==> config.mk <==
export PLATFORM = sky130hd
export DESIGN_NAME = ro_pool_pick
export DESIGN_NICKNAME = d
export VERILOG_FILES = /design/src/rtl/ro_pick_pkg.sv /design/src/rtl/ro_pick_seq.sv /design/src/rtl/ro_pick_extremes.sv /design/src/rtl/ro_pick_judge.sv /design/src/rtl/ro_pool_pick.sv
export SDC_FILE = /design/constraint.sdc
export NUM_CORES = 1
export LEC_CHECK = 0
export BUFFER_PORTS_ARGS = -buffer_cell sky130_fd_sc_hd__buf_2
export CAP_MARGIN = 5
export CORE_MARGIN = 2
export CORE_UTILIZATION = 30
export CTS_CLUSTER_SIZE = 20
export DETAILED_ROUTE_END_ITERATION = 7
export GPL_ROUTABILITY_DRIVEN = 0
export PLACE_DENSITY = 0.53
export SLEW_MARGIN = 20
export SYNTH_ARGS = -nofsm -noshare
export SYNTH_HDL_FRONTEND = slang
export SYNTH_HIERARCHICAL = 1
export SYNTH_SLANG_ARGS = --single-unit
==> constraint.sdc <==
create_clock -name clk -period 13.1 [get_ports clk]
set_input_delay 2.62 -clock clk [delete_from_list [all_inputs] [get_ports clk]]
set_output_delay 2.62 -clock clk [all_outputs]
set_load 0.02 [all_outputs]
==> src/rtl/ro_pick_pkg.sv <==
package ro_pick_pkg;
  localparam int unsigned MAX_POOL = 16;
  localparam int unsigned MIN_POOL = 2;

  typedef enum logic {
    FAST_FIRST = 1'b0,
    SLOW_FIRST = 1'b1
  } order_e;
endpackage

==> src/rtl/ro_pick_seq.sv <==
module ro_pick_seq #(
  parameter int unsigned POOL_SIZE = 8,
  localparam int unsigned IDX_W = $clog2(POOL_SIZE)
) (
  input  logic             clk,
  input  logic             rst_n,
  input  logic             acc_i,
  output logic [IDX_W-1:0] idx_o,
  output logic             first_o,
  output logic             last_o
);
  localparam logic [IDX_W-1:0] LAST_IDX = IDX_W'(POOL_SIZE - 1);

  logic [IDX_W-1:0] idx_q;

  always_ff @(posedge clk) begin
    if (!rst_n)     idx_q <= '0;
    else if (acc_i) idx_q <= (idx_q == LAST_IDX) ? '0 : idx_q + 1'b1;
  end

  assign idx_o   = idx_q;
  assign first_o = (idx_q == '0);
  assign last_o  = (idx_q == LAST_IDX);


  idx_in_pool_chk: assert property (@(posedge clk) disable iff (!rst_n)
    idx_q <= LAST_IDX);

  idx_hold_chk: assert property (@(posedge clk) disable iff (!rst_n)
    !acc_i |=> $stable(idx_q));
endmodule

==> src/rtl/ro_pick_extremes.sv <==
module ro_pick_extremes #(
  parameter int unsigned POOL_SIZE = 8,
  parameter int unsigned CNT_W = 16,
  localparam int unsigned IDX_W = $clog2(POOL_SIZE)
) (
  input  logic             clk,
  input  logic             rst_n,
  input  logic             acc_i,
  input  logic             first_i,
  input  logic [IDX_W-1:0] idx_i,
  input  logic [CNT_W-1:0] cnt_i,
  output logic [CNT_W-1:0] hi_cnt_o,
  output logic [IDX_W-1:0] hi_idx_o,
  output logic [CNT_W-1:0] lo_cnt_o,
  output logic [IDX_W-1:0] lo_idx_o
);
  // strict compares: earlier (lower) index keeps its place on ties
  function automatic logic takes_high(input logic [CNT_W-1:0] cand,
                                      input logic [CNT_W-1:0] held);
    return cand > held;
  endfunction

  function automatic logic takes_low(input logic [CNT_W-1:0] cand,
                                     input logic [CNT_W-1:0] held);
    return cand < held;
  endfunction

  logic [CNT_W-1:0] hi_cnt_q, lo_cnt_q;
  logic [IDX_W-1:0] hi_idx_q, lo_idx_q;
  logic             seen_q;
  logic             hi_win, lo_win;

  assign hi_win = first_i || takes_high(cnt_i, hi_cnt_q);
  assign lo_win = first_i || takes_low(cnt_i, lo_cnt_q);

  always_comb begin
    hi_cnt_o = hi_win ? cnt_i : hi_cnt_q;
    hi_idx_o = hi_win ? idx_i : hi_idx_q;
    lo_cnt_o = lo_win ? cnt_i : lo_cnt_q;
    lo_idx_o = lo_win ? idx_i : lo_idx_q;
  end

  always_ff @(posedge clk) begin
    if (!rst_n) begin
      hi_cnt_q <= '0;
      lo_cnt_q <= '0;
      hi_idx_q <= '0;
      lo_idx_q <= '0;
      seen_q   <= 1'b0;
    end else if (acc_i) begin
      hi_cnt_q <= hi_cnt_o;
      lo_cnt_q <= lo_cnt_o;
      hi_idx_q <= hi_idx_o;
      lo_idx_q <= lo_idx_o;
      seen_q   <= 1'b1;
    end
  end


  extremes_order_chk: assert property (@(posedge clk) disable iff (!rst_n)
    seen_q |-> hi_cnt_q >= lo_cnt_q);

  hi_monotone_chk: assert property (@(posedge clk) disable iff (!rst_n)
    (acc_i && !first_i) |=> hi_cnt_q >= $past(hi_cnt_q));

  lo_monotone_chk: assert property (@(posedge clk) disable iff (!rst_n)
    (acc_i && !first_i) |=> lo_cnt_q <= $past(lo_cnt_q));
endmodule

==> src/rtl/ro_pick_judge.sv <==
module ro_pick_judge #(
  parameter int unsigned POOL_SIZE = 8,
  parameter int unsigned CNT_W = 16,
  localparam int unsigned IDX_W = $clog2(POOL_SIZE)
) (
  input  logic [CNT_W-1:0] hi_cnt_i,
  input  logic [IDX_W-1:0] hi_idx_i,
  input  logic [CNT_W-1:0] lo_cnt_i,
  input  logic [IDX_W-1:0] lo_idx_i,
  input  logic [CNT_W-1:0] thresh_i,
  input  logic             swap_i,
  output logic [CNT_W-1:0] gap_o,
  output logic             defined_o,
  output logic             bit_o,
  output logic [IDX_W-1:0] first_idx_o,
  output logic [IDX_W-1:0] second_idx_o
);
  import ro_pick_pkg::*;

  // hi >= lo always, so the plain difference cannot wrap
  function automatic logic [CNT_W-1:0] span(input logic [CNT_W-1:0] hi,
                                            input logic [CNT_W-1:0] lo);
    return hi - lo;
  endfunction

  function automatic logic passes(input logic [CNT_W-1:0] gap,
                                  input logic [CNT_W-1:0] thr,
                                  input logic             distinct);
    return distinct && (gap >= thr);
  endfunction

  order_e order;
  logic   distinct;

  assign order     = swap_i ? SLOW_FIRST : FAST_FIRST;
  assign distinct  = (hi_idx_i != lo_idx_i);
  assign gap_o     = span(hi_cnt_i, lo_cnt_i);
  assign defined_o = passes(gap_o, thresh_i, distinct);

  always_comb begin
    if (order == FAST_FIRST) begin
      first_idx_o  = hi_idx_i;
      second_idx_o = lo_idx_i;
      bit_o        = defined_o;
    end else begin
      first_idx_o  = lo_idx_i;
      second_idx_o = hi_idx_i;
      bit_o        = 1'b0;
    end
  end
endmodule

==> src/rtl/ro_pool_pick.sv <==
module ro_pool_pick #(
  parameter int unsigned POOL_SIZE = 8,
  parameter int unsigned CNT_W = 16,
  localparam int unsigned IDX_W = $clog2(POOL_SIZE)
) (
  input  logic             clk,
  input  logic             rst_n,
  input  logic [CNT_W-1:0] thresh_i,
  input  logic             swap_i,
  input  logic             cnt_valid_i,
  input  logic [CNT_W-1:0] cnt_data_i,
  output logic             cnt_ready_o,
  output logic             res_valid_o,
  output logic             res_bit_o,
  output logic             res_defined_o,
  output logic [IDX_W-1:0] res_first_idx_o,
  output logic [IDX_W-1:0] res_second_idx_o,
  output logic [CNT_W-1:0] res_gap_o
);
  import ro_pick_pkg::*;

  initial begin
    if (POOL_SIZE < MIN_POOL || POOL_SIZE > MAX_POOL)
      $error("POOL_SIZE out of range");
  end

  logic             ready_q;
  logic             acc;
  logic [IDX_W-1:0] cur_idx;
  logic             cur_first, cur_last;
  logic             pool_done;
  logic [CNT_W-1:0] hi_cnt, lo_cnt, gap_n;
  logic [IDX_W-1:0] hi_idx, lo_idx, first_n, second_n;
  logic             defined_n, bit_n;

  always_ff @(posedge clk) begin
    if (!rst_n) ready_q <= 1'b0;
    else        ready_q <= 1'b1;
  end

  assign cnt_ready_o = ready_q;
  assign acc         = cnt_valid_i && ready_q;
  assign pool_done   = acc && cur_last;

  ro_pick_seq #(.POOL_SIZE(POOL_SIZE)) u_seq (
    .clk(clk), .rst_n(rst_n), .acc_i(acc),
    .idx_o(cur_idx), .first_o(cur_first), .last_o(cur_last)
  );

  ro_pick_extremes #(.POOL_SIZE(POOL_SIZE), .CNT_W(CNT_W)) u_ext (
    .clk(clk), .rst_n(rst_n), .acc_i(acc), .first_i(cur_first),
    .idx_i(cur_idx), .cnt_i(cnt_data_i),
    .hi_cnt_o(hi_cnt), .hi_idx_o(hi_idx),
    .lo_cnt_o(lo_cnt), .lo_idx_o(lo_idx)
  );

  ro_pick_judge #(.POOL_SIZE(POOL_SIZE), .CNT_W(CNT_W)) u_judge (
    .hi_cnt_i(hi_cnt), .hi_idx_i(hi_idx),
    .lo_cnt_i(lo_cnt), .lo_idx_i(lo_idx),
    .thresh_i(thresh_i), .swap_i(swap_i),
    .gap_o(gap_n), .defined_o(defined_n), .bit_o(bit_n),
    .first_idx_o(first_n), .second_idx_o(second_n)
  );

  always_ff @(posedge clk) begin
    if (!rst_n) begin
      res_valid_o      <= 1'b0;
      res_bit_o        <= 1'b0;
      res_defined_o    <= 1'b0;
      res_first_idx_o  <= '0;
      res_second_idx_o <= '0;
      res_gap_o        <= '0;
    end else begin
      res_valid_o <= pool_done;
      if (pool_done) begin
        res_bit_o        <= bit_n;
        res_defined_o    <= defined_n;
        res_first_idx_o  <= first_n;
        res_second_idx_o <= second_n;
        res_gap_o        <= gap_n;
      end
    end
  end


  res_after_last_chk: assert property (@(posedge clk) disable iff (!rst_n)
    pool_done |=> res_valid_o);

  no_spurious_res_chk: assert property (@(posedge clk) disable iff (!rst_n)
    res_valid_o |-> $past(pool_done));

  defined_gap_chk: assert property (@(posedge clk) disable iff (!rst_n)
    (res_valid_o && res_defined_o) |-> res_gap_o >= $past(thresh_i));

  rejected_gap_chk: assert property (@(posedge clk) disable iff (!rst_n)
    (res_valid_o && !res_defined_o && res_first_idx_o != res_second_idx_o)
      |-> res_gap_o < $past(thresh_i));

  same_idx_undef_chk: assert property (@(posedge clk) disable iff (!rst_n)
    (res_valid_o && res_first_idx_o == res_second_idx_o) |-> !res_defined_o);

  bit_polarity_chk: assert property (@(posedge clk) disable iff (!rst_n)
    res_valid_o |-> res_bit_o == (res_defined_o && !$past(swap_i)));
endmodule

**Word level (Yosys, flattened, before mapping)**

Index checks and enable logic that the tools add are counted.
Widths: inputs -> output; s select.

- Input bits: 36
- Flip-flop bits (word level): 67
- Output and inout bits: 26

- $lt $le $gt $ge: 3
- Eq/ne operators: 2
- $add $sub $neg: 2
- Reductions and logical operators: 6
- Muxes and demuxes: 10

Operators with widths:

| kind | count |
|---|---|
| $mux 16 | 2 |
| $ge 16x16->1 | 1 |
| $gt 16x16->1 | 1 |
| $lt 16x16->1 | 1 |
| $sub 16x16->16 | 1 |
| $mux 3 | 5 |
| $add 3x1->3 const B | 1 |
| $eq 3x3->1 const B | 1 |
| $logic_and 1x1->1 | 3 |
| $logic_not 3->1 | 1 |
| $mux 1 | 3 |
| $ne 3x3->1 | 1 |
| $logic_or 1x1->1 | 2 |

**Longest topological paths before layout**

Gate-level depths: netlist (run 1).

- Depth in word-level cells: 7
- Depth in mapped cells: 25
- Gate-level depth less buffers: 24

**Modules after synthesis**

Netlist (run 1), hierarchy kept.

By module, submodules not included:

| module | instances | cells an instance | area an instance (um2) | seq. area each (um2) |
|---|---|---|---|---|
| ro_pick_extremes | 1 | 300 | 2728.9 | 760.7 |
| ro_pick_judge | 1 | 204 | 1405.1 | 0.0 |
| ro_pool_pick | 1 | 109 | 1032.2 | 520.5 |
| ro_pick_seq | 1 | 17 | 173.9 | 60.1 |

**Worst setup path before layout (run 1)**

Ideal clock, no wire load.

- Path type: input to register
- Start point: in cnt_data_i[14]
- End point: reg res_bit_o
- Setup time: 0.072 ns
- Path slack: 6.057 ns
- Arrival: 6.971 ns
- Stages: 22
- Buffers on the path: 2
- Required time: 13.028 ns
- Path through: ha_1 nand4_1 nor4_1 nand2_1 a21oi_2 buf_2 mux2_1 ha_1 buf_6 a21oi_1 nand2_1 a32oi_1 o41ai_1 a2111oi_1 ha_1 nand4_1 nor3_1 o311ai_1 a31oi_1 nor2b_1 nand2_1 mux2i_1

- Word-level cells in the longest chain between the ends: 7

RTL lines:

| element | RTL line | source |
|---|---|---|
| start: declaration | ro_pool_pick.sv:11 | `input logic [CNT_W-1:0] cnt_data_i,` |
| $gt 16x16->1 | ro_pick_extremes.sv:20 | `return cand > held;` |
| $logic_or 1x1->1 | ro_pick_extremes.sv:33 | `assign hi_win = first_i \|\| takes_high(cnt_i, hi_cnt_q);` |
| $mux 16 | ro_pick_extremes.sv:37 | `hi_cnt_o = hi_win ? cnt_i : hi_cnt_q;` |
| net hi_cnt[12] | ro_pool_pick.sv:32 | `logic [CNT_W-1:0] hi_cnt, lo_cnt, gap_n;` |
| $sub 16x16->16 | ro_pick_judge.sv:23 | `return hi - lo;` |
| net gap_n[13] | ro_pool_pick.sv:32 |  |
| $ge 16x16->1 | ro_pick_judge.sv:29 | `return distinct && (gap >= thr);` |
| $logic_and 1x1->1 | ro_pick_judge.sv:29 |  |
| net defined_n | ro_pool_pick.sv:34 | `logic defined_n, bit_n;` |
| $mux 1 | ro_pick_judge.sv:41 | `if (order == FAST_FIRST) begin` |
| net bit_n | ro_pool_pick.sv:34 |  |
| end signal: assignment | ro_pool_pick.sv:76 | `res_bit_o <= bit_n;` |
| end: declaration | ro_pool_pick.sv:14 | `output logic res_bit_o,` |

The timed path passes the listed nets, and every way through them passes these cells.
A chain may end at the register's enable or synchronous reset.

**Worst setup path in the final report (run 1)**

- Start point: in cnt_data_i[1]
- End point: reg res_bit_o

- Word-level cells in the longest chain between the ends: 7

RTL lines:

| element | RTL line | source |
|---|---|---|
| $lt 16x16->1 | ro_pick_extremes.sv:25 | `return cand < held;` |
| $logic_or 1x1->1 | ro_pick_extremes.sv:34 | `assign lo_win = first_i \|\| takes_low(cnt_i, lo_cnt_q);` |
| $mux 16 | ro_pick_extremes.sv:39 | `lo_cnt_o = lo_win ? cnt_i : lo_cnt_q;` |
| net lo_cnt[0] | ro_pool_pick.sv:32 |  |
| $sub 16x16->16 | ro_pick_judge.sv:23 |  |
| net gap_n[12] | ro_pool_pick.sv:32 |  |
| $ge 16x16->1 | ro_pick_judge.sv:29 |  |
| $logic_and 1x1->1 | ro_pick_judge.sv:29 |  |
| net defined_n | ro_pool_pick.sv:34 |  |
| $mux 1 | ro_pick_judge.sv:41 |  |
| net bit_n | ro_pool_pick.sv:34 |  |

The timed path passes the listed nets, and every way through them passes these cells.

==> metrics, run 1 <==
largest net degree at the start of global routing 112; Synth Area in Compound Gates 0.1047; commonest cells after routing, fill and taps aside nand2_1, inv_1, dfxtp_1; Die X 137.4 um; setup TNS 0 ns; Startpoint Class primary input; initial antenna violation count 0; Yosys reg bits 67; # port buffers 61; vias in the first global route 4291; FF-to-FF End res_bit_o; hold_sp res_gap_o[2]; commonest non-fill, non-tap cell in the layout nand2_1; VDD IR max 0.07577 mV; adder-cell share of the synthesized area 0.1560; max-cap viol count 0; CP Class primary input to flop; Synth top area share 0.2512; DIE HEIGHT 137.4 um; xor and xnor fraction of the mapped netlist area 0.02460; Syn-to-layout area delta 13.82%; final period utilization 0.5875; status completed; clock tree from TritonCTS done; Post-Syn Instances 630; average wire per standard cell 13.99 um; RSZ-0062 raised after global routing false; Crit. End Element flop; Via density 4.698; CTS sink cnt 67; DP Cell Count 896; layout cells sized above 1 0.1557; hold depth 2; final setup vio count 0; diode count 0; post_cts resized 0; syn_area_per_cell 8.476 um2; Max Root-Sink Buffers 2; Yosys top cell by area dfxtp_1; Hold EP res_gap_o[2]; Global Route Usage Sum 0.1440; post-CTS setup buffers 0; drt total wl 12.76 mm; Iter 0 DRT Violations 188; number of synthesized flops with an enable pin 0; nets@finish 784; Max Clk Rate 129.9 MHz; main combinational cell family by area after synthesis multiplexers; endpoints failing hold 0; die area 18880 um2; top post-synthesis cells by area dfxtp_1, ha_1, mux2i_1; Hold WC Path Type flop to flop; DRT Pass-1 Iters 5; most used cell, CP ha_1; dpl ws 5.069 ns; leak pwr 2.642 nW; Layout Skew 0.01026 ns; FFs w/ async S/R, synth 0; Core Box Area 17360 um2; mapped cell area 5340 um2; vias 4285; R2R setup slack 7.44 ns; Synth Flop Type dfxtp_1; Worst slew margin 0.4971; I/O pin total 62; FF-to-FF Start u_ext/lo_cnt_q[1]; max-slew violation count 0; HPWL Detailed 9.747 mm; Final min period 7.696 ns; simple-gate share of the synthesized area 0.1624; syn nets 732; fin worst setup slack 5.404 ns; post-layout util 0.3502; drt drc 0; Yosys warnings 6; GRT overflow 0; synth unique cells 55; Worst path slowest cell a2111oi_0; Initial Util 0.3077; proportion of synthesized area in mux cells 0.2179; insertion delay to the later sink of the worst-skew pair 0.34 ns; FP Rows 48; Post-Layout Cell Count 912; Max H-tree Level 3; max incr delay on CP 0.51 ns; clock buffer count from CTS 9; first-pass GRT wire length 21.16 mm; worst slew pin tran 0.7543 ns; Worst-path clk slew 0.05 ns; hold_buf cts 0; Pwr per Cell Area 106.3 nW/um2; clk root buf clkbuf_16; post-synthesis sequential area ratio 0.2512; reg2reg path depth 23; critical path cell sequence buf_2, ha_1, a2111oi_0, o21ai_1, a2111oi_4, nor2_2, buf_4, mux2_4, ha_1, fa_1, nand2b_1, a21oi_1, o2111ai_1, a31o_1, a21oi_1, ha_1, nand4_1, nor3_1, o311ai_1, a31oi_1, nor2b_1, nand2_1, mux2i_1; Worst EP arrival 7.96 ns; Hold Worst Slack 0.4507 ns; Final ANT Viol Nets 0; critical path required time 13.37 ns; CP Max Fanout 19
power breakdown:
| group | leakage, nW | internal, W | switching [W] |
|---|---|---|---|
| clock | 0.143 | 0.000147 | 0.0000923 |
| combinational | 1.95 | 0.0000807 | 0.000111 |
| sequential | 0.544 | 0.000210 | 0.00000523 |
| total | 2.64 | 0.000437 | 0.000209 |
metrics by stage:
stage | area, um2 | power (W)
final | 6078 | 0.0006462
after global routing | 6078 | 0.0006919
after CTS | 6075 | 0.0006572
after detailed placement | 5788 | 0.0004123
after global placement | 5788 | 0.0004134
after floorplan | 5340 | 0.0003676
worst max-delay path: cells and delay by family:
family | cells | cell delay (ns)
AO/OA/AOI/OAI | 9 | 2.50
multiplexers | 2 | 0.49
AND/OR/NAND/NOR | 6 | 0.88
adder cells (fa/ha/maj) | 4 | 1.07
buffers and inverters | 2 | 0.39
per-layer routing:
metal,track usage,routed length (um)
met4,0.04868,202
met2,0.2289,5666
met5,0,0
met1,0.1919,6299
met3,0.03238,587
worst max-delay path by stage:
stage,startpoint,end,cells after the start
after floorplan,cnt_data_i[14],res_bit_o,22
after global placement,cnt_data_i[1],res_bit_o,23
after detailed placement,cnt_data_i[15],res_bit_o,22
after CTS,cnt_data_i[14],res_bit_o,22
after global routing,cnt_data_i[15],res_bit_o,22
final,cnt_data_i[1],res_bit_o,23
synthesized netlist by cell type, drive strengths merged (3+ instances only):
cell,instances
a2111oi,3
a211oi,3
a21o,4
a21oi,35
buf,16
clkbuf,9
dfxtp,67
ha,65
inv,69
mux2,44
mux2i,63
nand2,131
nand2b,11
nand3,5
nand4,9
nor2,14
nor2b,7
nor3,5
nor3b,4
o211ai,7
o21a,3
o21ai,22
xnor2,7
xor2,8
cell families after synthesis:
family / Yosys count
AOI/OAI and AO/OA: 86
muxes: 107
adders and majority gates: 66
DFF: 67
xor gates and xnor gates: 15
and+or+nand+nor: 195
buffers and inverters: 94
final cells by class:
| type | count | area [um2] |
|---|---|---|
| Clock inverter | 5 | 53.80 |
| Multi-Input combinational cell | 469 | 3561 |
| Sequential cell | 67 | 1341 |
| Fill cell | 1867 | 11280 |
| Inverter | 69 | 259.0 |
| Tap cell | 225 | 281.5 |
| Timing Repair Buffer | 66 | 349.1 |
| Clock buffer | 11 | 232.7 |
flip-flops by register name, indices dropped and copies added, names as in the netlist, 3 cells and up:
| register | count |
|---|---|
| u_ext/lo_cnt_q | 16 |
| u_seq/idx_o | 3 |
| res_second_idx_o | 3 |
| res_gap_o | 16 |
| u_ext/hi_idx_q | 3 |
| u_ext/lo_idx_q | 3 |
| res_first_idx_o | 3 |
| u_ext/hi_cnt_q | 16 |
(Power assumes the default switching activity.)
==> inputs of run 2 (changes only) <==
PLACE_DENSITY = 0.54   (was 0.53)
clock period = 6.5 ns   (was 13.1 ns; I/O delays follow)
==> run 2 against run 1 <==
  * Setup slack worse by 4.9 ns
  * Clock skew is 0.00082 ns higher
  * Via count is 0.51% higher
  * Clock power is 95% higher
==> metrics, run 2 (same netlist as run 1, synthesis figures left out) <==
first-pass GRT wire length 20.71 mm (-2.1%); fill cell total of the finished layout 1809 (-3.1%); max incr delay on CP 0.42 ns (-0.09 ns); final period utilization 0.9270; insertion delay to the later sink of the worst-skew pair 0.34 ns (about the same); Multi-input gate area 3578 um2 (+0.49%); CTS sink cnt 67 (unchanged); Final min period 6.026 ns; GRT overflow 0 (unchanged); R2R setup slack 1.18 ns (-6.26 ns); initial antenna violation count 0 (unchanged); Crit. End Element flop; Initial Util 0.3077 (unchanged); Hold Worst Slack 0.4525 ns (+0.001808 ns); endpoints failing hold 0 (unchanged); fin area 6117 um2 (+0.64%); Startpoint Class primary input; Worst-path clk slew 0.05 ns (about the same); clock buffer count from CTS 9 (unchanged); most used cell, CP ha_1; max-slew violation count 0 (unchanged); Max H-tree Level 3 (unchanged); vias in the first global route 4215 (-1.8%); Layout Skew 0.01108 ns (+0.0008181 ns); nets@finish 788 (+0.51%); hold_buf cts 0 (unchanged); Tot Pwr 0.001295 W (+100%); max-cap viol count 0 (unchanged); commonest non-fill, non-tap cell in the layout nand2_1; Via density 4.707 (+0.18%); layout cells sized above 1 0.1638 (+0.008018); CP Class primary input to flop; Largest regs res_gap_o x16, u_ext/hi_cnt_q x16, u_ext/lo_cnt_q x16; setup TNS 0 ns (unchanged); Global Route Usage Sum 0.1420 (-0.001947); diode count 0 (unchanged); Iter 0 DRT Violations 167 (-11%); critical path required time 6.76 ns (-6.61 ns); leak pwr 2.654 nW (+0.45%); DIE HEIGHT 137.4 um (unchanged); HPWL Detailed 9.944 mm (+2.0%); Post-Place Cell Area 5818 um2 (+0.52%); clk root buf clkbuf_16; status completed; RSZ-0062 raised after global routing false; die area 18880 um2 (unchanged); worst slew pin tran 1.055 ns (+0.3010 ns); critical path cell sequence buf_2, ha_1, nand4_1, nor4_2, o21ai_1, nand4b_1, a21oi_2, buf_4, mux2_1, ha_1, a21oi_1, o21ai_1, a32oi_1, o41ai_1, a2111oi_1, buf_4, ha_1, nand4_1, nor3_2, o311ai_1, a31oi_1, nor2b_1, nand2_1, mux2i_1; drt total wl 12.67 mm (-0.67%); commonest cells after routing, fill and taps aside nand2_1, inv_1, dfxtp_1; average wire per standard cell 13.85 um (-0.99%); final setup vio count 0 (unchanged); Hold WC Path Type flop to flop; Worst slew margin 0.2965 (-0.2006); Max Root-Sink Buffers 2 (unchanged); Worst path slowest cell nor4_2; Syn-to-layout area delta 14.55%; # port buffers 61 (unchanged); VDD IR max 0.1292 mV (+70%); CP Max Fanout 12 (-7); drt drc 0 (unchanged); Final ANT Viol Nets 0 (unchanged); Worst EP arrival 6.29 ns (-1.67 ns); Buf+Inv Stages, Crit Path 3 (+1); Sequential Area 1341 um2 (unchanged); I/O pin total 62 (unchanged); Die X 137.4 um (unchanged); vias 4307 (+0.51%); Max Clk Rate 166.0 MHz; FP Rows 48 (unchanged); clock tree from TritonCTS done; largest net degree at the start of global routing 112 (unchanged); DRT Pass-1 Iters 4 (-1); crit-path leading delay family compound AO/OA/AOI/OAI gates; Pwr per Cell Area 211.8 nW/um2 (+99%); Core Box Area 17360 um2 (unchanged)
run 2: metal layers:
metal	wire length, um	track usage	vias up
li1	-	-	2267
met1	6171	0.1784	1979
met2	6002	0.2410	51
met3	348	0.03274	10
met4	146	0.04296	0
met5	0	0	-
run 2: cell type report:
class | count | share of cell area
inverter | 69 | 0.04234
clock inverter | 1 | 0.001227
timing repair buffer | 70 | 0.06136
clock buffer | 14 | 0.04479
sequential | 67 | 0.2193
tap | 225 | 0.04602
multi-input combinational | 469 | 0.5850
run 2: power breakdown:
| group | internal (W) | switching [W] | total, W |
|---|---|---|---|
| clock | 0.000288 | 0.000180 | 0.000467 |
| sequential | 0.000423 | 0.0000107 | 0.000434 |
| combinational | 0.000167 | 0.000227 | 0.000394 |
| total | 0.000878 | 0.000417 | 0.00130 |
run 2: worst paths after layout:
kind                                    startpoint      endpoint  cells after the start
worst max-delay path                cnt_data_i[14]     res_bit_o                     24
worst min register to register        res_gap_o[2]  res_gap_o[2]                      2
worst max register to register  u_ext/hi_cnt_q[14]     res_bit_o                     24
worst min-delay path                  res_gap_o[2]  res_gap_o[2]                      2
run 2: repair_timing:
item | 4_1_cts | 5_1_grt
endpoints found under the setup margin | 0 | 1
buffers inserted | 0 | 0
hold endpoints to repair | 0 | 0
resized for setup | 0 | 4
run 2: stage by stage:
stage	std cells	setup WS, ns	utilization
floorplan	630	0.7770	-
global placement	900	0.2958	0.3352
detailed placement	900	0.06840	0.3352
CTS	915	0.3849	0.3514
global route	915	0.02622	0.3524
finish	915	0.4742	0.3524
run 2: worst reg2reg max path: stages, from the launching register on:
cell and delay (ns):
dfxtp_1 0.35, inv_1 0.06, ha_1 0.29, nand4_1 0.23, nor4_2 0.42, o21ai_1 0.18
nand4b_1 0.15, a21oi_2 0.07, buf_4 0.23, mux2_1 0.35, ha_1 0.39, a21oi_1 0.24
o21ai_1 0.14, a32oi_1 0.18, o41ai_1 0.09, a2111oi_1 0.42, buf_4 0.19, ha_1 0.14
nand4_1 0.16, nor3_2 0.26, o311ai_1 0.14, a31oi_1 0.22, nor2b_1 0.16, nand2_1 0.05
mux2i_1 0.15
==> inputs of run 3 (changes only) <==
CORE_UTILIZATION = 35   (was 30)
PLACE_DENSITY = 0.6   (was 0.54)
clock period = 5.49 ns   (was 6.5 ns; I/O delays follow)
==> run 3 against run 2 <==
  * Via count is 10% higher
  * Non-clock buffer count is 108 higher
  * Combinational power is 82% higher
  * Setup slack worse by 0.28 ns
  * Largest cell class unchanged
  * Highest routed layer unchanged
==> metrics, run 3 (same netlist as run 1, synthesis figures left out) <==
Crit. End Element flop; Pwr per Cell Area 242.8 nW/um2 (+15%); Max Clk Rate 188.7 MHz; max incr delay on CP 0.38 ns (-0.04 ns); FF-to-FF Start u_ext/lo_cnt_q[6]; endpoints failing hold 0 (unchanged); CP Max Fanout 7 (-5); FF-to-FF End res_bit_o; RSZ-0062 raised after global routing true; Layout Skew 0.005134 ns (-0.005949 ns); critical path required time 5.77 ns (-0.99 ns); R2R setup slack 0.57 ns (-0.61 ns); Startpoint Class primary input; CTS sink cnt 67 (unchanged); Worst slew margin 0.3967 (+0.1002); # port buffers 61 (unchanged); VDD IR max 0.1606 mV (+24%); Multi-input gate area 4071 um2 (+14%); FP Rows 45 (-6.3%); fill cell total of the finished layout 1426 (-21%); status completed; Global Route Usage Sum 0.1629 (+0.02091); drt drc 0 (unchanged); I/O pin total 62 (unchanged); leak pwr 3.251 nW (+23%); fin worst setup slack 0.1901 ns (-0.2841 ns); nets@finish 896 (+14%); Iter 0 DRT Violations 150 (-10%); clock buffer count from CTS 9 (unchanged); GRT overflow 0 (unchanged); insertion delay to the later sink of the worst-skew pair 0.35 ns (about the same); DRT Pass-1 Iters 4 (unchanged); Worst EP arrival 5.58 ns (-0.71 ns); vias 4748 (+10%); Sequential Area 1341 um2 (unchanged); largest net degree at the start of global routing 61 (-46%); most used cell, CP buf_4; Hold WC Path Type flop to flop; worst slew pin tran 0.9020 ns (-0.1532 ns); Max H-tree Level 3 (unchanged); drt total wl 13.71 mm (+8.2%); Initial Util 0.3552 (+0.04755); Syn-to-layout area delta 39.85%; average wire per standard cell 13.89 um (+0.31%); die area 16260 um2 (-14%); hold depth 2 (unchanged); hold_buf cts 0 (unchanged); Hold EP res_gap_o[2]; Die X 127.5 um (-7.2%); max-slew violation count 0 (unchanged); initial antenna violation count 0 (unchanged); clk root buf clkbuf_16; diode count 0 (unchanged); HPWL Detailed 9.967 mm (+0.23%); max-cap viol count 0 (unchanged); final setup vio count 0 (unchanged); clock tree from TritonCTS done; Max Root-Sink Buffers 2 (unchanged); dpl ws -0.5419 ns (-0.6103 ns); commonest cells after routing, fill and taps aside nand2_1, buf_4, dfxtp_1; DIE HEIGHT 127.5 um (-7.2%); Via density 4.811 (+2.2%); Tot Pwr 0.001814 W (+40%); Final min period 5.300 ns; Worst-path clk slew 0.05 ns (about the same); commonest non-fill, non-tap cell in the layout nand2_1; Final ANT Viol Nets 0 (unchanged); CP Class primary input to flop; Core Box Area 15030 um2 (-13%); layout cells sized above 1 0.3605 (+0.1967); Largest regs res_gap_o x16, u_ext/hi_cnt_q x16, u_ext/lo_cnt_q x16; Worst path slowest cell mux2_1; hold_sp res_gap_o[2]; reg2reg path depth 26 (+8.3%); first-pass GRT wire length 21.11 mm (+1.9%); vias in the first global route 4370 (+3.7%); final period utilization 0.9654
run 3: cell types whose count changed in the layout (fill, tap and decap cells not counted), sizes merged:
cell	before	now
bufinv	0	1
clkinv	0	3
clkbuf	14	12
buf	70	177
run 3: area by class of cell:
type	count	share of cell area
multi-input combinational	469	0.5451
sequential	67	0.1796
timing repair buffer	178	0.1692
inverter	69	0.03501
clock buffer	11	0.03250
tap	188	0.03150
clock inverter	5	0.007036
run 3: worst max-delay path, delay by kind of cell:
kind / cells / cell delay, ns
muxes: 2 / 0.51
xor gates and xnor gates: 1 / 0.16
buffers and inverters: 6 / 0.87
and+or+nand+nor: 11 / 1.38
AOI/OAI and AO/OA: 4 / 0.65
adders and majority gates: 3 / 0.94
run 3: per-layer routing:
metal / GRT usage / share of wire / up-vias
met2: 0.2589 / 0.46 / 76
met1: 0.2165 / 0.49 / 2171
li1: - / - / 2479
met3: 0.03141 / 0.034 / 22
met5: 0 / 0 / -
met4: 0.06787 / 0.021 / 0
run 3: per-stage QoR:
step	cells	hold WS (ns)	cell area [um2]	TNS, ns	utilization
after floorplan	630	0.4323	5353	0	-
after global placement	955	0.4396	6475	-1.023	0.4307
after detailed placement	955	0.4438	6475	-1.056	0.4307
after CTS	975	0.4539	6833	0	0.4545
after global routing	987	0.4703	7468	-0.2007	0.4968
final	987	0.4509	7468	0	0.4968
run 3: where the power goes:
part           switching (W)  internal, W  leakage, nW  total (W)
Sequential         0.0000132     0.000501        0.544   0.000514
Clock               0.000221     0.000361        0.145   0.000582
Combinational       0.000341     0.000377         2.56   0.000717
run 3: how the worst max path moves through the flow:
stage,slack (ns),cells after the start,start,endpoint
global placement,-0.53,24,cnt_data_i[13],res_bit_o
CTS,0.006,26,cnt_data_i[14],res_bit_o
finish,0.19,27,cnt_data_i[14],res_bit_o
floorplan,0.04,22,cnt_data_i[14],res_bit_o
detailed placement,-0.54,25,cnt_data_i[13],res_bit_o
global route,-0.11,25,cnt_data_i[14],res_bit_o
run 3: what timing repair did:
| action | in CTS | in global routing |
|---|---|---|
| resized for setup | 5 | 93 |
| setup endpoints to repair | 2 | 2 |
| pin swaps | 6 | 39 |
| setup buffers | 4 | 11 |
| gates cloned | 0 | 1 |
